### config.mk
export PLATFORM = sky130hd
export DESIGN_NAME = lvec_dispatch
export DESIGN_NICKNAME = d
export VERILOG_FILES = /design/src/rtl/lvec_pkg.sv /design/src/rtl/lvec_table.sv /design/src/rtl/lvec_pic_gate.sv /design/src/rtl/lvec_decode.sv /design/src/rtl/lvec_dispatch.sv
export SDC_FILE = /design/constraint.sdc
export NUM_CORES = 1
export LEC_CHECK = 0
export BUFFER_PORTS_ARGS = -buffer_cell sky130_fd_sc_hd__buf_4
export CAP_MARGIN = 20
export CORE_ASPECT_RATIO = 0.7
export CORE_MARGIN = 5
export CORE_UTILIZATION = 52
export CTS_CLUSTER_DIAMETER = 40
export DETAILED_ROUTE_END_ITERATION = 7
export PLACE_DENSITY = 0.81
export SYNTH_ARGS = -nofsm -noshare
export SYNTH_HDL_FRONTEND = slang
export SYNTH_SLANG_ARGS = --single-unit
### constraint.sdc
create_clock -name clk -period 1.8 [get_ports clk]
set_input_delay 0.09 -clock clk [delete_from_list [all_inputs] [get_ports clk]]
set_output_delay 0.09 -clock clk [all_outputs]
set_load 0.02 [all_outputs]
### src/rtl/lvec_pkg.sv
package lvec_pkg;

   localparam int ENTRY_W   = 32;
   localparam int VEC_W     = 8;
   localparam int MASK_BIT  = 16;
   localparam int LEVEL_BIT = 15;
   localparam int MODE_LSB  = 8;

   // delivery mode codes in bits 10:8
   localparam logic [2:0] DM_FIXED  = 3'b000;
   localparam logic [2:0] DM_SMI    = 3'b010;
   localparam logic [2:0] DM_NMI    = 3'b100;
   localparam logic [2:0] DM_EXTINT = 3'b111;

   // the fields of an entry that the dispatch path uses
   typedef struct packed {
      logic             masked;
      logic             level;
      logic [2:0]       mode;
      logic [VEC_W-1:0] vec;
   } lvt_ent_t;

   typedef struct packed {
      logic             smi;
      logic             nmi;
      logic             ext;
      logic             fix;
      logic             level;
      logic [VEC_W-1:0] vec;
   } lvt_req_t;

   function automatic lvt_ent_t ent_unpack(input logic [ENTRY_W-1:0] w);
      lvt_ent_t e;
      e.masked = w[MASK_BIT];
      e.level  = w[LEVEL_BIT];
      e.mode   = w[MODE_LSB +: 3];
      e.vec    = w[VEC_W-1:0];
      return e;
   endfunction

   localparam logic [ENTRY_W-1:0] RST_WORD_EXTINT = 32'h0000_0700;
   localparam logic [ENTRY_W-1:0] RST_WORD_MASKED = 32'h0001_0000;

endpackage

### src/rtl/lvec_table.sv
module lvec_table
   import lvec_pkg::*;
#(
   parameter int NUM_SRC   = 6,
   parameter int IDX_W     = 3,
   parameter int LINT0_IDX = 3,
   parameter int PROC_ID   = 0
) (
   input  logic               clk,
   input  logic               rst_n,
   input  logic               wr_en,
   input  logic [IDX_W-1:0]   wr_idx,
   input  logic [ENTRY_W-1:0] wr_data,
   input  logic [IDX_W-1:0]   rd_idx,
   output lvt_ent_t           rd_ent,
   output logic               rd_hit,
   output lvt_ent_t           lint0_ent
);

   lvt_ent_t ent_q [NUM_SRC];
   lvt_ent_t wr_ent;

   assign wr_ent = ent_unpack(wr_data);

   // reserved bits are not stored
   logic unused_wr_bits;
   assign unused_wr_bits = ^{wr_data[ENTRY_W-1:MASK_BIT+1], wr_data[LEVEL_BIT-1:MODE_LSB+3]};

   for (genvar g = 0; g < NUM_SRC; g++) begin : g_ent
      localparam logic [ENTRY_W-1:0] RST_WORD =
         (g == LINT0_IDX && PROC_ID == 0) ? RST_WORD_EXTINT : RST_WORD_MASKED;
      localparam lvt_ent_t RST_ENT = ent_unpack(RST_WORD);

      always_ff @(posedge clk or negedge rst_n) begin
         if (!rst_n)
            ent_q[g] <= RST_ENT;
         else if (wr_en && wr_idx == IDX_W'(g))
            ent_q[g] <= wr_ent;
      end
   end

   always_comb begin
      rd_ent = '0;
      rd_hit = 1'b0;
      for (int i = 0; i < NUM_SRC; i++) begin
         if (rd_idx == IDX_W'(i)) begin
            rd_ent = ent_q[i];
            rd_hit = 1'b1;
         end
      end
   end

   assign lint0_ent = ent_q[LINT0_IDX];


   wr_land_chk: assert property (@(posedge clk) disable iff (!rst_n)
      (wr_en && wr_idx == IDX_W'(LINT0_IDX)) |=> (lint0_ent == $past(wr_ent)));

endmodule

### src/rtl/lvec_pic_gate.sv
module lvec_pic_gate
   import lvec_pkg::*;
(
   input  logic     clk,
   input  logic     rst_n,
   input  logic     pic_req,
   input  logic     glb_en,
   input  lvt_ent_t lint0_ent,
   output logic     pic_accept,
   output logic     pic_evt
);

   logic pic_q;

   always_ff @(posedge clk or negedge rst_n) begin
      if (!rst_n) pic_q <= 1'b0;
      else        pic_q <= pic_req;
   end

   assign pic_accept = !glb_en || !lint0_ent.masked;
   assign pic_evt    = pic_req && !pic_q && pic_accept;


   pic_single_edge_chk: assert property (@(posedge clk) disable iff (!rst_n)
      pic_evt |=> !pic_evt);

endmodule

### src/rtl/lvec_decode.sv
module lvec_decode
   import lvec_pkg::*;
#(
   parameter int IDX_W     = 3,
   parameter int LINT0_IDX = 3,
   parameter int LINT1_IDX = 4
) (
   input  logic             clk,
   input  logic             rst_n,
   input  logic             evt_valid,
   input  logic [IDX_W-1:0] evt_idx,
   input  lvt_ent_t         ent,
   output lvt_req_t         req_q
);

   lvt_req_t req_d;
   logic     lvl_ok;

   assign lvl_ok = (evt_idx == IDX_W'(LINT0_IDX)) || (evt_idx == IDX_W'(LINT1_IDX));

   always_comb begin
      req_d = '0;
      if (evt_valid && !ent.masked) begin
         case (ent.mode)
            DM_SMI:    req_d.smi = 1'b1;
            DM_NMI:    req_d.nmi = 1'b1;
            DM_EXTINT: req_d.ext = 1'b1;
            DM_FIXED: begin
               req_d.fix   = 1'b1;
               req_d.vec   = ent.vec;
               req_d.level = lvl_ok && ent.level;
            end
            default: req_d = '0;
         endcase
      end
   end

   always_ff @(posedge clk or negedge rst_n) begin
      if (!rst_n) req_q <= '0;
      else        req_q <= req_d;
   end


   strobe_onehot_chk: assert property (@(posedge clk) disable iff (!rst_n)
      $onehot0({req_q.smi, req_q.nmi, req_q.ext, req_q.fix}));


   strobe_cause_chk: assert property (@(posedge clk) disable iff (!rst_n)
      (evt_valid == 1'b0) |=> !(req_q.smi || req_q.nmi || req_q.ext || req_q.fix));


   masked_quiet_chk: assert property (@(posedge clk) disable iff (!rst_n)
      (evt_valid && ent.masked) |=> !(req_q.smi || req_q.nmi || req_q.ext || req_q.fix));


   level_src_chk: assert property (@(posedge clk) disable iff (!rst_n)
      (evt_valid && !lvl_ok) |=> !req_q.level);


   fix_vec_chk: assert property (@(posedge clk) disable iff (!rst_n)
      (evt_valid && !ent.masked && ent.mode == DM_FIXED) |=> (req_q.fix && req_q.vec == $past(ent.vec)));

endmodule

### src/rtl/lvec_dispatch.sv
module lvec_dispatch
   import lvec_pkg::*;
#(
   parameter int NUM_SRC   = 6,
   parameter int LINT0_IDX = 3,
   parameter int LINT1_IDX = 4,
   parameter int PROC_ID   = 0,
   localparam int IDX_W    = (NUM_SRC > 1) ? $clog2(NUM_SRC) : 1
) (
   input  logic               clk,
   input  logic               rst_n,
   input  logic               wr_en,
   input  logic [IDX_W-1:0]   wr_idx,
   input  logic [ENTRY_W-1:0] wr_data,
   input  logic               glb_en,
   input  logic               src_fire,
   input  logic [IDX_W-1:0]   src_idx,
   input  logic               pic_req,
   output logic               pic_accept,
   output logic               smi_req,
   output logic               nmi_req,
   output logic               extint_req,
   output logic               fix_req,
   output logic [VEC_W-1:0]   fix_vec,
   output logic               fix_level
);

   if (NUM_SRC < 3) begin : g_bad_num
      $error("lvec_dispatch: NUM_SRC must be at least 3");
   end
   if (LINT0_IDX >= NUM_SRC || LINT1_IDX >= NUM_SRC || LINT0_IDX == LINT1_IDX) begin : g_bad_lint
      $error("lvec_dispatch: LINT indices must be distinct and below NUM_SRC");
   end
   if (LINT0_IDX == 0 || LINT1_IDX == 0) begin : g_bad_timer
      $error("lvec_dispatch: index 0 is reserved for the timer");
   end

   lvt_ent_t         rd_ent, lint0_ent;
   logic             rd_hit, pic_evt, evt_valid;
   logic [IDX_W-1:0] evt_idx;
   lvt_req_t         req_q;

   // an accepted legacy edge owns the dispatch lane for its cycle
   assign evt_idx   = pic_evt ? IDX_W'(LINT0_IDX) : src_idx;
   assign evt_valid = pic_evt || (src_fire && rd_hit);

   lvec_table #(
      .NUM_SRC(NUM_SRC), .IDX_W(IDX_W), .LINT0_IDX(LINT0_IDX), .PROC_ID(PROC_ID)
   ) table_i (
      .clk(clk), .rst_n(rst_n), .wr_en(wr_en), .wr_idx(wr_idx), .wr_data(wr_data),
      .rd_idx(evt_idx), .rd_ent(rd_ent), .rd_hit(rd_hit), .lint0_ent(lint0_ent)
   );

   lvec_pic_gate gate_i (
      .clk(clk), .rst_n(rst_n), .pic_req(pic_req), .glb_en(glb_en),
      .lint0_ent(lint0_ent), .pic_accept(pic_accept), .pic_evt(pic_evt)
   );

   lvec_decode #(
      .IDX_W(IDX_W), .LINT0_IDX(LINT0_IDX), .LINT1_IDX(LINT1_IDX)
   ) decode_i (
      .clk(clk), .rst_n(rst_n), .evt_valid(evt_valid), .evt_idx(evt_idx),
      .ent(rd_ent), .req_q(req_q)
   );

   assign smi_req    = req_q.smi;
   assign nmi_req    = req_q.nmi;
   assign extint_req = req_q.ext;
   assign fix_req    = req_q.fix;
   assign fix_vec    = req_q.vec;
   assign fix_level  = req_q.level;


   pic_wins_chk: assert property (@(posedge clk) disable iff (!rst_n)
      (pic_evt && !lint0_ent.masked && lint0_ent.mode == DM_NMI) |=> (nmi_req && !smi_req && !fix_req));

endmodule

==> impl_metrics.env <==
export IMPL_run_status="finished with violations"
export IMPL_violations="setup timing"
export IMPL_grt_remaining_overflow=0
export IMPL_cp_cell_sequence="and2_4, inv_6, a21oi_2, a221oi_4, o22ai_4, buf_12, nor4_2"
export IMPL_min_path_type="in2reg"
export IMPL_synth_async_reset_ratio_pct=100.0
export IMPL_drt_iter0_markers=184
export IMPL_rsz0062_at_grt="yes"
export IMPL_coreArea_sq_mm=0.007905
export IMPL_worstPathArrival_ns=2.12
export IMPL_tightest_slew_ns=0.5280
export IMPL_fmax_mhz=530.3
export IMPL_htree_levels=3
export IMPL_max_slew_margin_pct=64.80
export IMPL_max_vdd_ir_drop_mv=0.8244
export IMPL_crit_fanout=6
export IMPL_worst_path_dominant_cell_family="compound AO/OA/AOI/OAI gates"
export IMPL_vias_per_cell=6.040
export IMPL_max_cap_viol_count=0
export IMPL_drc=0
export IMPL_min_period_over_period_pct=104.8
export IMPL_cts_root_buffer="clkbuf_16"
export IMPL_ys_seq_area_share_pct=52.00
export IMPL_final_hold_viol_count=0
export IMPL_nets=441
export IMPL_io_pins=58
export IMPL_power_leakage_nw=2.278
export IMPL_setup_viol=5
export IMPL_dp_hpwl_microns=6839
export IMPL_cts_tree="built"
export IMPL_first_pass_iters=4
export IMPL_syn_cell_area_sq_mm=0.004254
export IMPL_wl_per_cell_microns=20.47
export IMPL_fillers=572
export IMPL_grt_pass1_wl_microns=16480
export IMPL_ant_nets=0
export IMPL_required_ns=2.03
export IMPL_ys_ff_latch=88
export IMPL_drive_above_1_share_pct=54.23
export IMPL_worstSetupPathType="reg2reg"
export IMPL_ys_flop_type="dfrtp_1"
export IMPL_slowest_stage="dfrtp_1"
export IMPL_vias=3038
export IMPL_fin_setup_tns_ns=-0.1307
export IMPL_worstSkewPairLatency_ns=0.35
export IMPL_clk_path_buf_depth=2
export IMPL_cp_end_kind="register"
export IMPL_grtUsageTotal_pct=20.81
export IMPL_syn_nets=374
export IMPL_die_area_sq_mm=0.01012
export IMPL_syn_avg_cell_area_sq_um=12.89
export IMPL_start_util_pct=53.81
export IMPL_die_x_microns=118.1
export IMPL_cts_made_buffers=9
export IMPL_clock_skew_ns=0.009882
export IMPL_cp_num_buf_inv=2
export IMPL_syn_inst=330
export IMPL_dieHeight_microns=85.68
export IMPL_synth_edf_count=0
export IMPL_max_stage_delay_ns=0.41
export IMPL_multi_input_area_sq_mm=0.002056
export IMPL_routed_wl_microns=10290
export IMPL_place_congestion=0.8499
export IMPL_yosysWarningCount=0
export IMPL_fin_crit_ns=1.886
export IMPL_drv_slew=0
export IMPL_p_per_area_mw_per_mm2=1118
export IMPL_cp_start_kind="register"
export IMPL_clk_pin_slew_ns=0.07
export IMPL_antenna_found_initial=0
export IMPL_rows=27
export IMPL_port_buffers=38
export IMPL_fin_ws_ns=-0.08582
export IMPL_netlist_cell_type_count=52
export IMPL_clock_sinks=88
export IMPL_fin_util_pct=68.44
export IMPL_regArea_sq_mm=0.002212
export IMPL_areaGrowthSynthToFinish_pct=27.18
export IMPL_num_antenna_cells=0
export IMPL_grt_pass1_vias=3142
export IMPL_grt_max_degree=49
==> flip-flops by register name, summed over array words and instances, names as in the netlist <==
register / cells
gate_i.pic_q: 1
decode_i.req_q: 13
table_i.ent_q: 61
table_i.lint0_ent: 13
==> report_power, final <==
group          switching, mW  total, mW  internal (mW)
registers              0.222       2.62           2.40
logic                  0.674       1.44          0.762
clock network          0.738       1.99           1.25
==> stage by stage <==
stage | instance area (sq um) | hold WS, ns | cells | setup slack, ns | total power [mW]
after floorplan | 4254 | -0.2056 | 330 | 0.08017 | 3.416
after global placement | 4783 | 0.09591 | 477 | -0.02098 | 3.774
after detailed placement | 4783 | 0.09935 | 477 | -0.06020 | 3.851
after CTS | 5140 | 0.009253 | 497 | -0.01811 | 5.856
after global routing | 5410 | 0.01423 | 503 | -0.1979 | 6.327
final | 5410 | 0.01872 | 503 | -0.08582 | 6.048
==> cells by family after synthesis <==
kind of cell	count (synthesis)	share of synthesized area, %
DFF	88	52.00
muxes	86	22.68
and+or+nand+nor	73	11.59
AOI/OAI and AO/OA	58	9.794
buffers and inverters	25	3.941
==> Yosys cell counts, types with 2 or more instances <==
master / instances / area (sq um)
mux2_2: 83 / 934.7
dfrtp_1: 80 / 2002
a21oi_1: 14 / 70.07
nand2_1: 11 / 41.29
nor3_1: 11 / 55.05
buf_2: 9 / 45.04
a31oi_1: 8 / 50.05
dfstp_2: 8 / 210.2
nand2b_1: 8 / 50.05
nand3_1: 8 / 40.04
nor4_2: 8 / 100.1
nor2_1: 7 / 26.28
o22ai_1: 7 / 43.79
o211ai_1: 6 / 45.04
o21ai_0: 5 / 25.02
buf_6: 4 / 45.04
a21o_1: 3 / 22.52
buf_4: 3 / 22.52
mux2i_1: 3 / 30.03
nand2_2: 3 / 18.77
nand3b_1: 3 / 22.52
nor2b_1: 3 / 18.77
buf_1: 2 / 7.510
clkbuf_1: 2 / 7.510
inv_1: 2 / 7.510
nor4bb_1: 2 / 20.02
o22a_1: 2 / 17.52
==> metal layers <==
layer	track usage, %	wire length (microns)	up-vias
li1	-	-	1355
met1	29.07	4577	1545
met2	31.34	4736	122
met3	6.328	795	16
met4	6.458	184	0
met5	0	0	-
==> final timing paths <==
check,from,to,slack (ns),depth (start not counted)
max in group asynchronous,rst_n,table_i.lint0_ent[1],0.91,3
min in group asynchronous,rst_n,table_i.ent_q[75],0.26,2
hold / removal,wr_data[5],table_i.ent_q[57],0.02,2
hold reg to reg,table_i.ent_q[16],table_i.ent_q[16],0.50,1
setup reg to reg,table_i.lint0_ent[12],decode_i.req_q[1],-0.09,7
setup / recovery,table_i.lint0_ent[12],decode_i.req_q[1],-0.09,7
==> cell type report <==
class	count	area share (%)
Tap cell	101	2.336
Timing Repair Buffer	77	12.58
Inverter	4	0.3700
Multi-Input combinational cell	217	38.00
Clock inverter	3	1.203
Sequential cell	88	40.89
Clock buffer	13	4.625
==> cells in the final DEF (no fill, tap or decap), types with 2 or more instances in the layout <==
cell           instances
a21oi_1               12
nor2_1                 4
nor2_2                 2
nor4_2                 2
a22oi_2                2
a21o_1                 2
dfrtp_1               80
mux2_2                83
buf_4                 63
mux2i_1                3
nor2b_1                3
dfstp_2                8
nand2b_1               7
clkbuf_16             11
a21oi_2                3
nor4bb_1               2
nand3b_1               3
nand3_1                8
a31oi_1                7
clkbuf_1               3
bufinv_16              2
o21ai_0                5
inv_1                  2
o22ai_4                2
buf_12                 3
nand2_1               11
o211ai_1               6
nand2_2                2
buf_6                  6
nor3_1                10
nor4_4                 7
o22ai_1                7
dlygate4sd3_1          3
==> repair_timing <==
item,in CTS,in global routing
gates resized for setup,3,33
endpoints found under the hold margin,35,0
pin swaps,1,9
buffers inserted,1,4
hold buffers,3,0
setup endpoints to repair,11,13
cloned,0,2
Note: power is estimated with default switching activity, not from simulation.
